--- src/rtl/rbm_pkg.sv ---
package rbm_pkg;
  typedef enum logic [2:0] {
    ST_IDLE = 3'd0,
    ST_ADDR = 3'd1,
    ST_DATA = 3'd2,
    ST_GAP  = 3'd3,
    ST_BOFF = 3'd4
  } seqState_t;

  typedef struct packed {
    logic loadReq;   // capture a new request
    logic capBeat;   // take one ready beat
    logic clrBeats;  // abort: drop collected beats
    logic finish;    // last beat taken
  } seqStrobe_t;
endpackage

--- src/rtl/rbm_ctrl.sv ---
module rbm_ctrl
  import rbm_pkg::*;
(
  input  logic       clk,
  input  logic       rst,
  input  logic       reqValid,
  input  logic       backoffIn,
  input  logic       rdyIn,
  input  logic       curWrite,
  input  logic       lastBeat,
  output seqStrobe_t ctl,
  output logic       reqReady,
  output logic       busReqOut,
  output logic       adsOut,
  output logic       adsOe,
  output logic       addrOe,
  output logic       dataOe
);
  seqState_t state, nextState;
  logic      pendValid;
  logic      adsHeld;
  logic      onBus;

  always_comb begin
    nextState = state;
    ctl       = '0;
    if (backoffIn) begin
      nextState = ST_BOFF;
      if (state == ST_ADDR || state == ST_DATA) ctl.clrBeats = 1'b1;
    end else begin
      case (state)
        ST_IDLE: if (reqValid) begin
          nextState   = ST_ADDR;
          ctl.loadReq = 1'b1;
        end
        ST_ADDR: nextState = ST_DATA;
        ST_DATA: if (rdyIn) begin
          ctl.capBeat = 1'b1;
          if (lastBeat) begin
            ctl.finish = 1'b1;
            nextState  = ST_GAP;
          end
        end
        ST_GAP:  nextState = ST_IDLE;
        ST_BOFF: nextState = pendValid ? ST_ADDR : ST_IDLE;
        default: nextState = ST_IDLE;
      endcase
    end
  end

  always_ff @(posedge clk) begin
    if (rst) begin
      state     <= ST_IDLE;
      pendValid <= 1'b0;
      adsHeld   <= 1'b0;
    end else begin
      state <= nextState;
      if (ctl.loadReq)     pendValid <= 1'b1;
      else if (ctl.finish) pendValid <= 1'b0;
      if (backoffIn) adsHeld <= (state == ST_BOFF) ? adsHeld : (state == ST_ADDR);
      else           adsHeld <= 1'b0;
    end
  end

  assign onBus     = (state == ST_ADDR) || (state == ST_DATA);
  assign reqReady  = (state == ST_IDLE) && !backoffIn;
  assign adsOe     = (state == ST_ADDR);
  assign adsOut    = (state == ST_ADDR) || ((state == ST_BOFF) && adsHeld);
  assign addrOe    = onBus;
  assign dataOe    = onBus && curWrite;
  assign busReqOut = onBus || ((state == ST_BOFF) && (pendValid || reqValid));


  float_on_boff_chk: assert property (@(posedge clk) disable iff (rst)
    $past(backoffIn) |-> (!addrOe && !adsOe && !dataOe));

  idle_before_ads_chk: assert property (@(posedge clk) disable iff (rst)
    adsOe |-> ($past(state) == ST_IDLE || $past(state) == ST_BOFF));

  hold_busreq_chk: assert property (@(posedge clk) disable iff (rst)
    (!$past(rst) && $past(backoffIn) && pendValid) |-> busReqOut);

  ads_float_level_chk: assert property (@(posedge clk) disable iff (rst)
    (!$past(rst) && $past(backoffIn) && $past(state) == ST_ADDR) |-> (adsOut && !adsOe));
endmodule

--- src/rtl/rbm_dpath.sv ---
module rbm_dpath
  import rbm_pkg::*;
#(
  parameter int ADDR_W      = 32,
  parameter int DATA_W      = 32,
  parameter int BURST_BEATS = 4
) (
  input  logic                          clk,
  input  logic                          rst,
  input  seqStrobe_t                    ctl,
  input  logic [ADDR_W-1:0]             reqAddr,
  input  logic                          reqWrite,
  input  logic                          reqBurst,
  input  logic [DATA_W-1:0]             reqWdata,
  input  logic [DATA_W-1:0]             busDataIn,
  input  logic                          backoffIn,
  input  logic                          rdyIn,
  output logic [ADDR_W-1:0]             curAddr,
  output logic                          curWrite,
  output logic [DATA_W-1:0]             curWdata,
  output logic                          lastBeat,
  output logic                          rspValid,
  output logic [BURST_BEATS*DATA_W-1:0] rspData
);
  localparam int BEAT_W = (BURST_BEATS > 1) ? $clog2(BURST_BEATS) : 1;

  logic              burstQ;
  logic [BEAT_W-1:0] beatCnt;

  always_ff @(posedge clk) begin
    if (rst) begin
      curAddr  <= '0;
      curWrite <= 1'b0;
      curWdata <= '0;
      burstQ   <= 1'b0;
      beatCnt  <= '0;
      rspValid <= 1'b0;
    end else begin
      if (ctl.loadReq) begin
        curAddr  <= reqAddr;
        curWrite <= reqWrite;
        curWdata <= reqWdata;
        burstQ   <= reqBurst && !reqWrite;
      end
      if (ctl.loadReq || ctl.clrBeats || ctl.finish) beatCnt <= '0;
      else if (ctl.capBeat)                          beatCnt <= beatCnt + 1'b1;
      rspValid <= ctl.finish;
    end
  end

  assign lastBeat = burstQ ? (beatCnt == BEAT_W'(BURST_BEATS - 1)) : 1'b1;

  for (genvar g = 0; g < BURST_BEATS; g++) begin : g_lane
    logic [DATA_W-1:0] laneQ;
    always_ff @(posedge clk) begin
      if (rst || ctl.loadReq || ctl.clrBeats)
        laneQ <= '0;
      else if (ctl.capBeat && !curWrite && beatCnt == BEAT_W'(g))
        laneQ <= busDataIn;
    end
    assign rspData[g*DATA_W +: DATA_W] = laneQ;
  end


  no_rsp_after_abort_chk: assert property (@(posedge clk) disable iff (rst)
    rspValid |-> !$past(backoffIn));

  abort_clears_beats_chk: assert property (@(posedge clk) disable iff (rst)
    (!$past(rst) && $past(backoffIn)) |-> (beatCnt == '0));

  rsp_needs_ready_chk: assert property (@(posedge clk) disable iff (rst)
    rspValid |-> $past(rdyIn));
endmodule

--- src/rtl/retry_bus_master.sv ---
module retry_bus_master
  import rbm_pkg::*;
#(
  parameter int ADDR_W      = 32,
  parameter int DATA_W      = 32,
  parameter int BURST_BEATS = 4
) (
  input  logic                          clk,
  input  logic                          rst,
  input  logic                          reqValid,
  output logic                          reqReady,
  input  logic                          reqWrite,
  input  logic                          reqBurst,
  input  logic [ADDR_W-1:0]             reqAddr,
  input  logic [DATA_W-1:0]             reqWdata,
  output logic                          rspValid,
  output logic [BURST_BEATS*DATA_W-1:0] rspData,
  input  logic                          backoffIn,
  input  logic                          rdyIn,
  input  logic [DATA_W-1:0]             busDataIn,
  output logic [ADDR_W-1:0]             busAddr,
  output logic                          busWrite,
  output logic                          busAddrOe,
  output logic                          adsOut,
  output logic                          adsOe,
  output logic [DATA_W-1:0]             busWdata,
  output logic                          busDataOe,
  output logic                          busReqOut
);
  seqStrobe_t ctl;
  logic       curWrite;
  logic       lastBeat;

  rbm_ctrl u_ctrl (
    .clk(clk), .rst(rst), .reqValid(reqValid), .backoffIn(backoffIn),
    .rdyIn(rdyIn), .curWrite(curWrite), .lastBeat(lastBeat), .ctl(ctl),
    .reqReady(reqReady), .busReqOut(busReqOut), .adsOut(adsOut),
    .adsOe(adsOe), .addrOe(busAddrOe), .dataOe(busDataOe)
  );

  rbm_dpath #(.ADDR_W(ADDR_W), .DATA_W(DATA_W), .BURST_BEATS(BURST_BEATS)) u_dpath (
    .clk(clk), .rst(rst), .ctl(ctl), .reqAddr(reqAddr), .reqWrite(reqWrite),
    .reqBurst(reqBurst), .reqWdata(reqWdata), .busDataIn(busDataIn),
    .backoffIn(backoffIn), .rdyIn(rdyIn), .curAddr(busAddr),
    .curWrite(curWrite), .curWdata(busWdata), .lastBeat(lastBeat),
    .rspValid(rspValid), .rspData(rspData)
  );

  assign busWrite = curWrite;
endmodule

--- config.mk ---
export PLATFORM = sky130hd
export DESIGN_NAME = retry_bus_master
export DESIGN_NICKNAME = d
export VERILOG_FILES = /design/src/rtl/rbm_pkg.sv /design/src/rtl/rbm_ctrl.sv /design/src/rtl/rbm_dpath.sv /design/src/rtl/retry_bus_master.sv
export SDC_FILE = /design/constraint.sdc
export NUM_CORES = 1
export LEC_CHECK = 0
export BUFFER_PORTS_ARGS = -buffer_cell sky130_fd_sc_hd__buf_2
export CAP_MARGIN = 20
export CORE_MARGIN = 2
export CORE_UTILIZATION = 45
export CTS_CLUSTER_SIZE = 14
export DETAILED_ROUTE_END_ITERATION = 7
export PLACE_DENSITY = 0.74
export SLEW_MARGIN = 20
export SYNTH_ARGS = -nofsm -noshare
export SYNTH_HDL_FRONTEND = slang
export SYNTH_HIERARCHICAL = 1
export SYNTH_SLANG_ARGS = --single-unit
--- constraint.sdc ---
create_clock -name clk -period 2.2 [get_ports clk]
set_input_delay 0.33 -clock clk [delete_from_list [all_inputs] [get_ports clk]]
set_output_delay 0.33 -clock clk [all_outputs]
set_load 0.005 [all_outputs]
== Yosys cells after proc, flatten, opt, wreduce, memory -nomap -nowiden ==
Cells that the tools add are included.
Storage, ports and cells
  register bits: 202
Operators by class
  add/subtract/negate cells: 1
  equality and inequality tests: 12
  mux-type cells: 20
  bitwise operators: 1
  reduce and logical (&&, ||, !) cells: 29
Operators by type and width (number)
  2-to-1 mux 1 bit: 14
  2-to-1 mux 3 bit: 4
  one-hot mux 3 bit (4 select lines): 1
  logical AND 1 bit: 10
  inequality test 3 bit (second input constant): 3
  logical OR 1 bit: 8
  inequality test 2 bit (second input constant): 3
  AND reduction 3 bit: 2
  OR reduction 2 bit: 3
  == test 2 bit (second input constant): 2
  == test 3 x 1 -> 1 bit (second input constant): 1
  == test 3 x 2 -> 1 bit (second input constant): 1
  == test 3 bit (second input constant): 1
  logical NOT 1 bit: 3
  logical NOT 3 bit: 1
  adder 2 x 1 -> 2 bit (second input constant): 1
  == test 2 x 1 -> 1 bit (second input constant): 1
  logical NOT 2 bit: 1
  2-to-1 mux 2 bit: 1
  nonzero test 2 bit: 1
  NOT 1 bit: 1

== Longest topological paths before layout ==
Gate-level depths: netlist of run 1.
  depth in word-level cells: 8
  gate-level depth with buffers: 10
  depth with buffers taken out: 6

== By module ==
Netlist of run 1, hierarchy kept.
By module, submodules not included
  rbm_dpath: instances 1, cells each 719, area an instance 8381.8 µm², sequential area each 3943.8 µm²
  rbm_ctrl: instances 1, cells each 35, area an instance 316.6 µm², sequential area each 100.1 µm²

== Worst setup path before layout of run 1 ==
No wires, ideal clock.
  path type: register to register
  start point: register u_ctrl.state[0]
  end point: register u_dpath.g_lane[0].laneQ[1]
  setup time: 0.072 ns
  data arrival time: 2.129 ns
  required time: 2.128 ns
  path slack: 0.000 ns
  stages on the path, launching flop included: 7
  buffers on the path: 2
  clock period less this slack: 2.200 ns
  cell sequence: dfxtp_1 -> nand2b_2 -> nor4b_1 -> and3b_1 -> buf_2 -> buf_2 -> mux2i_1
RTL lines
  start: declaration: line rbm_ctrl.sv:19  | seqState_t state, nextState;
  start signal: assignment: line rbm_ctrl.sv:57  | state <= nextState;
  end signal: assignment: line rbm_dpath.sv:59  | laneQ <= busDataIn;
  end: declaration: line rbm_dpath.sv:54  | logic [DATA_W-1:0] laneQ;

==> reports/qor.txt, run 1 <==
Via density - 5.28
setup tns final - 0 ns
Layout fillers - 1576
synthesized instance count - 754
switch share - 22.7%
Avg Inst Size Synth - 11.5 sq um
internal power - 6280 uW
leakage power - 0.00541 uW
Max Clock Freq - 484 MHz
io pins - 303
post-synthesis sequential area ratio - 46.5%
Worst Setup End Kind - register
port buffer count - 302
Post-synth EDFFs - 0
commonest non-fill, non-tap cell in the layout - buf_2
clock sink total - 202
global route overflow - 0
Initial Util - 46.2%
Syn Std Cell Area - 8700 sq um
run status - finished clean
share of power burned in registers - 46.2%
first-pass GRT wire length - 35400 um
Core ar. - 18800 sq um
fin crit share - 93.9%
Hold Fails Final Rpt - 0
drt wl/cell - 17.9 um
1st-iter DRT viols - 249
Worst setup SP type - register
M3 GR Usage - 5.40%
deepest clock path buffer count - 3
Detailed Routing Iterations Pass 1 - 4
overall power - 8120 uW
Critical Path AT - 2.48 ns
DP HPWL - 15100 um
Hold Crit Class - in -> reg
busiest grt layer - met2
ys async rst share - 0%
number of global-route vias before repair - 6715
P_sw - 1850 uW
Die Y-Extent - 143 um
post-route ant nets - 0
# hold bufs at CTS - 0
Crit Path Max Fanout - 48
critical path data required time - 2.62 ns
DRC Markers - 0
skew final - 0.00646 ns
CTS tree - built
post-synth cell types - 34
total wire length - 23200 um
root buffer cell - clkbuf_16
GPL Wtd Cong - 0.816
global-route usage over all layers - 21.4%
Max Cap Violations - 0
Yosys reg bits - 202
Tmin final - 2.07 ns
met1 usage - 28.2%
WHS - 0.0629 ns
RSZ-0062 raised after global routing - no
Top FF cell, synth - dfxtp_1
Worst Max-Slew Pin Slew - 0.625 ns
met2 Resource Use GR - 34.7%
Syn Nets - 861
fin nets - 1128
post-CTS setup repair buffer count - 0
Rows - 50
H-tree lvl count - 1
clock share of power - 46.6%
max-slew violation count - 0
most frequent cells in the layout - buf_2, dfxtp_1, mux2i_1
Vias - 6849
initial antenna violation count - 2
slew margin rel. - 58.3%
worst skew pair latency - 0.50 ns
layout cells sized above 1 - 37.9%
Die Width - 143 um
Final Util - 59.5%
CTS buffer count - 23
largest net degree at the start of global routing - 100
Clock transition at path regs - 0.06 ns
worst vdd ir - 0.000605 V
die area - 20500 sq um
Final setup viols - 0
pwr/cell area - 725 nW/um^2
synth warn - 6
Synth-to-Final Area Change - 28.9%
Comb pwr share - 7.2%
Crit Path Category - reg -> reg
-- state kept, by name (all words and copies together), names as in the netlist --
signal,flops
u_ctrl/adsHeld,1
u_ctrl/pendValid,1
u_ctrl/state,3
u_dpath/beatCnt,2
u_dpath/burstQ,1
u_dpath/curAddr,32
u_dpath/curWdata,32
u_dpath/curWrite,1
u_dpath/g_lane.laneQ,128
u_dpath/rspValid,1
-- cell families after synthesis --
logic type | Yosys count | synth area share, %
xor+xnor | 1 | 0.101
mux | 194 | 22.3
compound gates | 7 | 0.647
flops | 202 | 46.5
buf+inv | 89 | 5.38
fa+ha+maj | 4 | 0.575
simple gates | 257 | 24.5
-- power groups by stage --
stage               logic, uW  registers (uW)  clock network (uW)
floorplan                 340            3830                   0
global placement          575            3830                   0
detailed placement        580            3830                   0
CTS                       583            3750                3880
global route              640            3760                4020
finish                    583            3750                3790
-- synthesized netlist by cell type (2+ instances only) --
cell type,n,share of area (%)
nand2b_1,5,0.36
buf_6,9,1.2
nor3_1,3,0.17
buf_2,20,1.2
nor2_1,67,2.9
inv_1,3,0.13
buf_4,9,0.78
ha_1,4,0.58
a21oi_1,2,0.12
and2_1,3,0.22
nor2b_1,2,0.14
or4b_4,17,2.7
or4b_1,143,16
clkbuf_1,41,1.8
nand3b_1,5,0.43
mux2i_1,194,22
clkbuf_2,6,0.35
nand2_1,4,0.17
dfxtp_1,202,46
-- worst max-delay path: stages (launching register included) --
cell      delay (ns)
dfxtp_2         0.39
nand2b_2        0.20
a21o_4          0.15
inv_2           0.06
and2_4          0.25
buf_12          0.21
or4b_4          0.52
mux2i_1         0.17
-- layer usage --
metal	up-vias	wire length, um	part of all wire [%]
li1	3360	-	-
met1	3187	10000	43
met2	263	10800	47
met3	39	1840	7.9
met4	0	555	2.4
met5	-	0	0
-- stage by stage --
stage	area (sq um)	setup WS, ns	std cells
after floorplan	8700	0.255	754
after global placement	10400	0.124	1255
after detailed placement	10400	0.0663	1255
after CTS	11200	0.0366	1295
after global routing	11200	0.0233	1297
final	11200	0.134	1298
-- path summary, 6_finish.rpt --
check                                      to            start  slack [ns]  cells after the start
setup / recovery  u_dpath/g_lane[3].laneQ[23]  u_ctrl/state[0]        0.13                      7
hold / removal            u_dpath/curAddr[26]      reqAddr[26]        0.06                      3
setup reg to reg  u_dpath/g_lane[3].laneQ[23]  u_ctrl/state[0]        0.13                      7
hold reg to reg                u_dpath/burstQ   u_dpath/burstQ        0.48                      2
-- cell type report --
class | instances | area, sq um | area share [%]
Tap cell | 260 | 325 | 2.90
Antenna cell | 2 | 5.00 | 0.0446
Clock buffer | 31 | 646 | 5.76
Sequential cell | 202 | 4050 | 36.1
Inverter | 4 | 20.0 | 0.179
Clock inverter | 9 | 104 | 0.926
Timing Repair Buffer | 326 | 1860 | 16.6
Multi-Input combinational cell | 464 | 4200 | 37.5
-- repair_timing --
action	4_1_cts	5_1_grt
gates resized for setup	0	2
endpoints found under the setup margin	0	89
endpoints found under the hold margin	0	0
No activity file was read; power rests on OpenSTA's default activity.
==> run 2, diff against run 1 <==
- PLACE_DENSITY: 0.74 -> 0.81
==> run 2 against run 1 <==
Core utilization fell by 0.14 points. Design area decreased by 0.23%. First-iteration DRC count increased by 15%. Sequential power barely moved. Combinational power down 1%. Register-to-register slack gained 0.02 ns. Largest cell class unchanged.
==> reports/qor.txt, run 2 (synthesized netlist as in run 1, its figures left out) <==
run status - finished clean
port buffer count - 302
Initial Util - 46.2%
worst vdd ir - 0.000521 V
DP HPWL - 15100 um
Worst setup SP type - register
max-slew violation count - 0
Final setup viols - 0
slew margin rel. - 57.5%
multi-input logic area - 4200 sq um
Critical Path AT - 2.46 ns
top flop regs - u_dpath/g_lane.laneQ (128), u_dpath/curAddr (32), u_dpath/curWdata (32)
Worst Max-Slew Pin Slew - 0.637 ns
Max Clock Freq - 488 MHz
Detailed Routing Iterations Pass 1 - 4
r2r setup slk - 0.15 ns
layout cells sized above 1 - 37.9%
Die Y-Extent - 143 um
Synth-to-Final Area Change - 28.6%
total wire length - 23100 um
1st-iter DRT viols - 287
die area - 20500 sq um
Inst Count DP - 1255
WHS - 0.0587 ns
Crit Path Category - reg -> reg
CTS buffer count - 22
Hold Fails Final Rpt - 0
root buffer cell - clkbuf_16
final std cells w/o fill - 1295
first-pass GRT wire length - 35500 um
Vias - 6890
fin crit share - 93.1%
Core ar. - 18800 sq um
critical path data required time - 2.62 ns
leakage power - 0.00542 uW
Tmin final - 2.05 ns
H-tree lvl count - 1
Place WS - 0.0961 ns
register area - 4050 sq um
deepest clock path buffer count - 3
Die Width - 143 um
number of flip-flops under the largest register name - 128
skew final - 0.0131 ns
global-route usage over all layers - 21.4%
Ant. Diodes - 0
largest net degree at the start of global routing - 110
FF-to-FF Start - u_ctrl/state[0]
Critical R2R Capture - u_dpath/g_lane[0].laneQ[28]
Layout fillers - 1519
Most flops, register - u_dpath/g_lane.laneQ
commonest non-fill, non-tap cell in the layout - buf_2
io pins - 303
worst setup margin - 0.151 ns
global route overflow - 0
worst skew pair latency - 0.50 ns
hold path depth - 3
initial antenna violation count - 1
CTS tree - built
drt wl/cell - 17.8 um
most frequent cells in the layout - buf_2, dfxtp_1, mux2i_1
HP Start - reqWdata[2]
R2R cell count - 7
Max Cap Violations - 0
GPL Wtd Cong - 0.778
Via density - 5.32
Worst Setup End Kind - register
Rows - 50
clock sink total - 202
Clock transition at path regs - 0.06 ns
Hold EP - u_dpath/curWdata[2]
pwr/cell area - 743 nW/um^2
number of global-route vias before repair - 6685
post-route ant nets - 0
RSZ-0062 raised after global routing - no
# hold bufs at CTS - 0
setup tns final - 0 ns
Hold Crit Class - in -> reg
Crit Path Max Fanout - 109
fin nets - 1126
DRC Markers - 0
==> run 2: cell count changes in the layout (fill, tap and decap cells not counted), sizes merged <==
cell	previous run	this run
diode	2	0
clkinvlp	2	0
and2	4	3
clkinv	5	2
inv	4	5
clkbuf	31	34
bufinv	2	3
==> run 2: per-layer routing <==
metal	up-vias	wire length, um	share of wire, %	global-route usage (%)
met1	3249	9880	43	28.1
met2	266	10900	47	35.1
met5	-	0	0	0
li1	3344	-	-	-
met4	0	448	1.9	5.37
met3	31	1840	8.0	5.50
==> run 2: critical path: stages (launching register included) <==
cell and delay [ns]:
dfxtp_2 0.38, nand2b_2 0.21, a21o_4 0.15, inv_2 0.04, and2_4 0.17, buf_12 0.18
or4b_4 0.58, mux2i_1 0.18
==> run 2: layout make-up <==
type | count | area share [%]
multi-input cells | 463 | 37.5
flip-flops and latches | 202 | 36.2
repair buffers | 326 | 16.1
clock buffers | 34 | 6.14
well taps | 260 | 2.91
clock inverters | 6 | 0.996
inverters | 4 | 0.179
==> run 2: repair_timing <==
item	CTS	global route
gates resized for setup	0	2
buffers inserted	0	0
endpoints found under the setup margin	0	14
==> run 2: power breakdown <==
part,leakage (uW),switching [uW],internal (uW),total (uW)
registers,0.00163,32.7,3720,3750
clock network,0.000395,1490,2500,3990
logic,0.00339,312,264,576
total,0.00542,1830,6490,8320
==> run 2: how the worst max path moves through the flow <==
| stage | cells after the start | from | end |
|---|---|---|---|
| after detailed placement | 7 | backoffIn | u_dpath/g_lane[3].laneQ[13] |
| after global placement | 7 | backoffIn | u_dpath/g_lane[3].laneQ[13] |
| after global routing | 6 | u_ctrl/state[1] | u_dpath/g_lane[3].laneQ[13] |
| after CTS | 6 | u_ctrl/state[1] | u_dpath/g_lane[3].laneQ[13] |
| after floorplan | 9 | u_ctrl/state[0] | u_dpath/g_lane[0].laneQ[22] |
| final | 7 | u_ctrl/state[0] | u_dpath/g_lane[0].laneQ[28] |
==> run 2: stage by stage <==
stage / cell area, sq um / utilization [%] / power (uW)
after floorplan: 8700 / - / 4170
after global placement: 10400 / 55.1 / 4390
after detailed placement: 10400 / 55.1 / 4410
after CTS: 11200 / 59.4 / 8400
after global routing: 11200 / 59.4 / 8610
final: 11200 / 59.4 / 8320
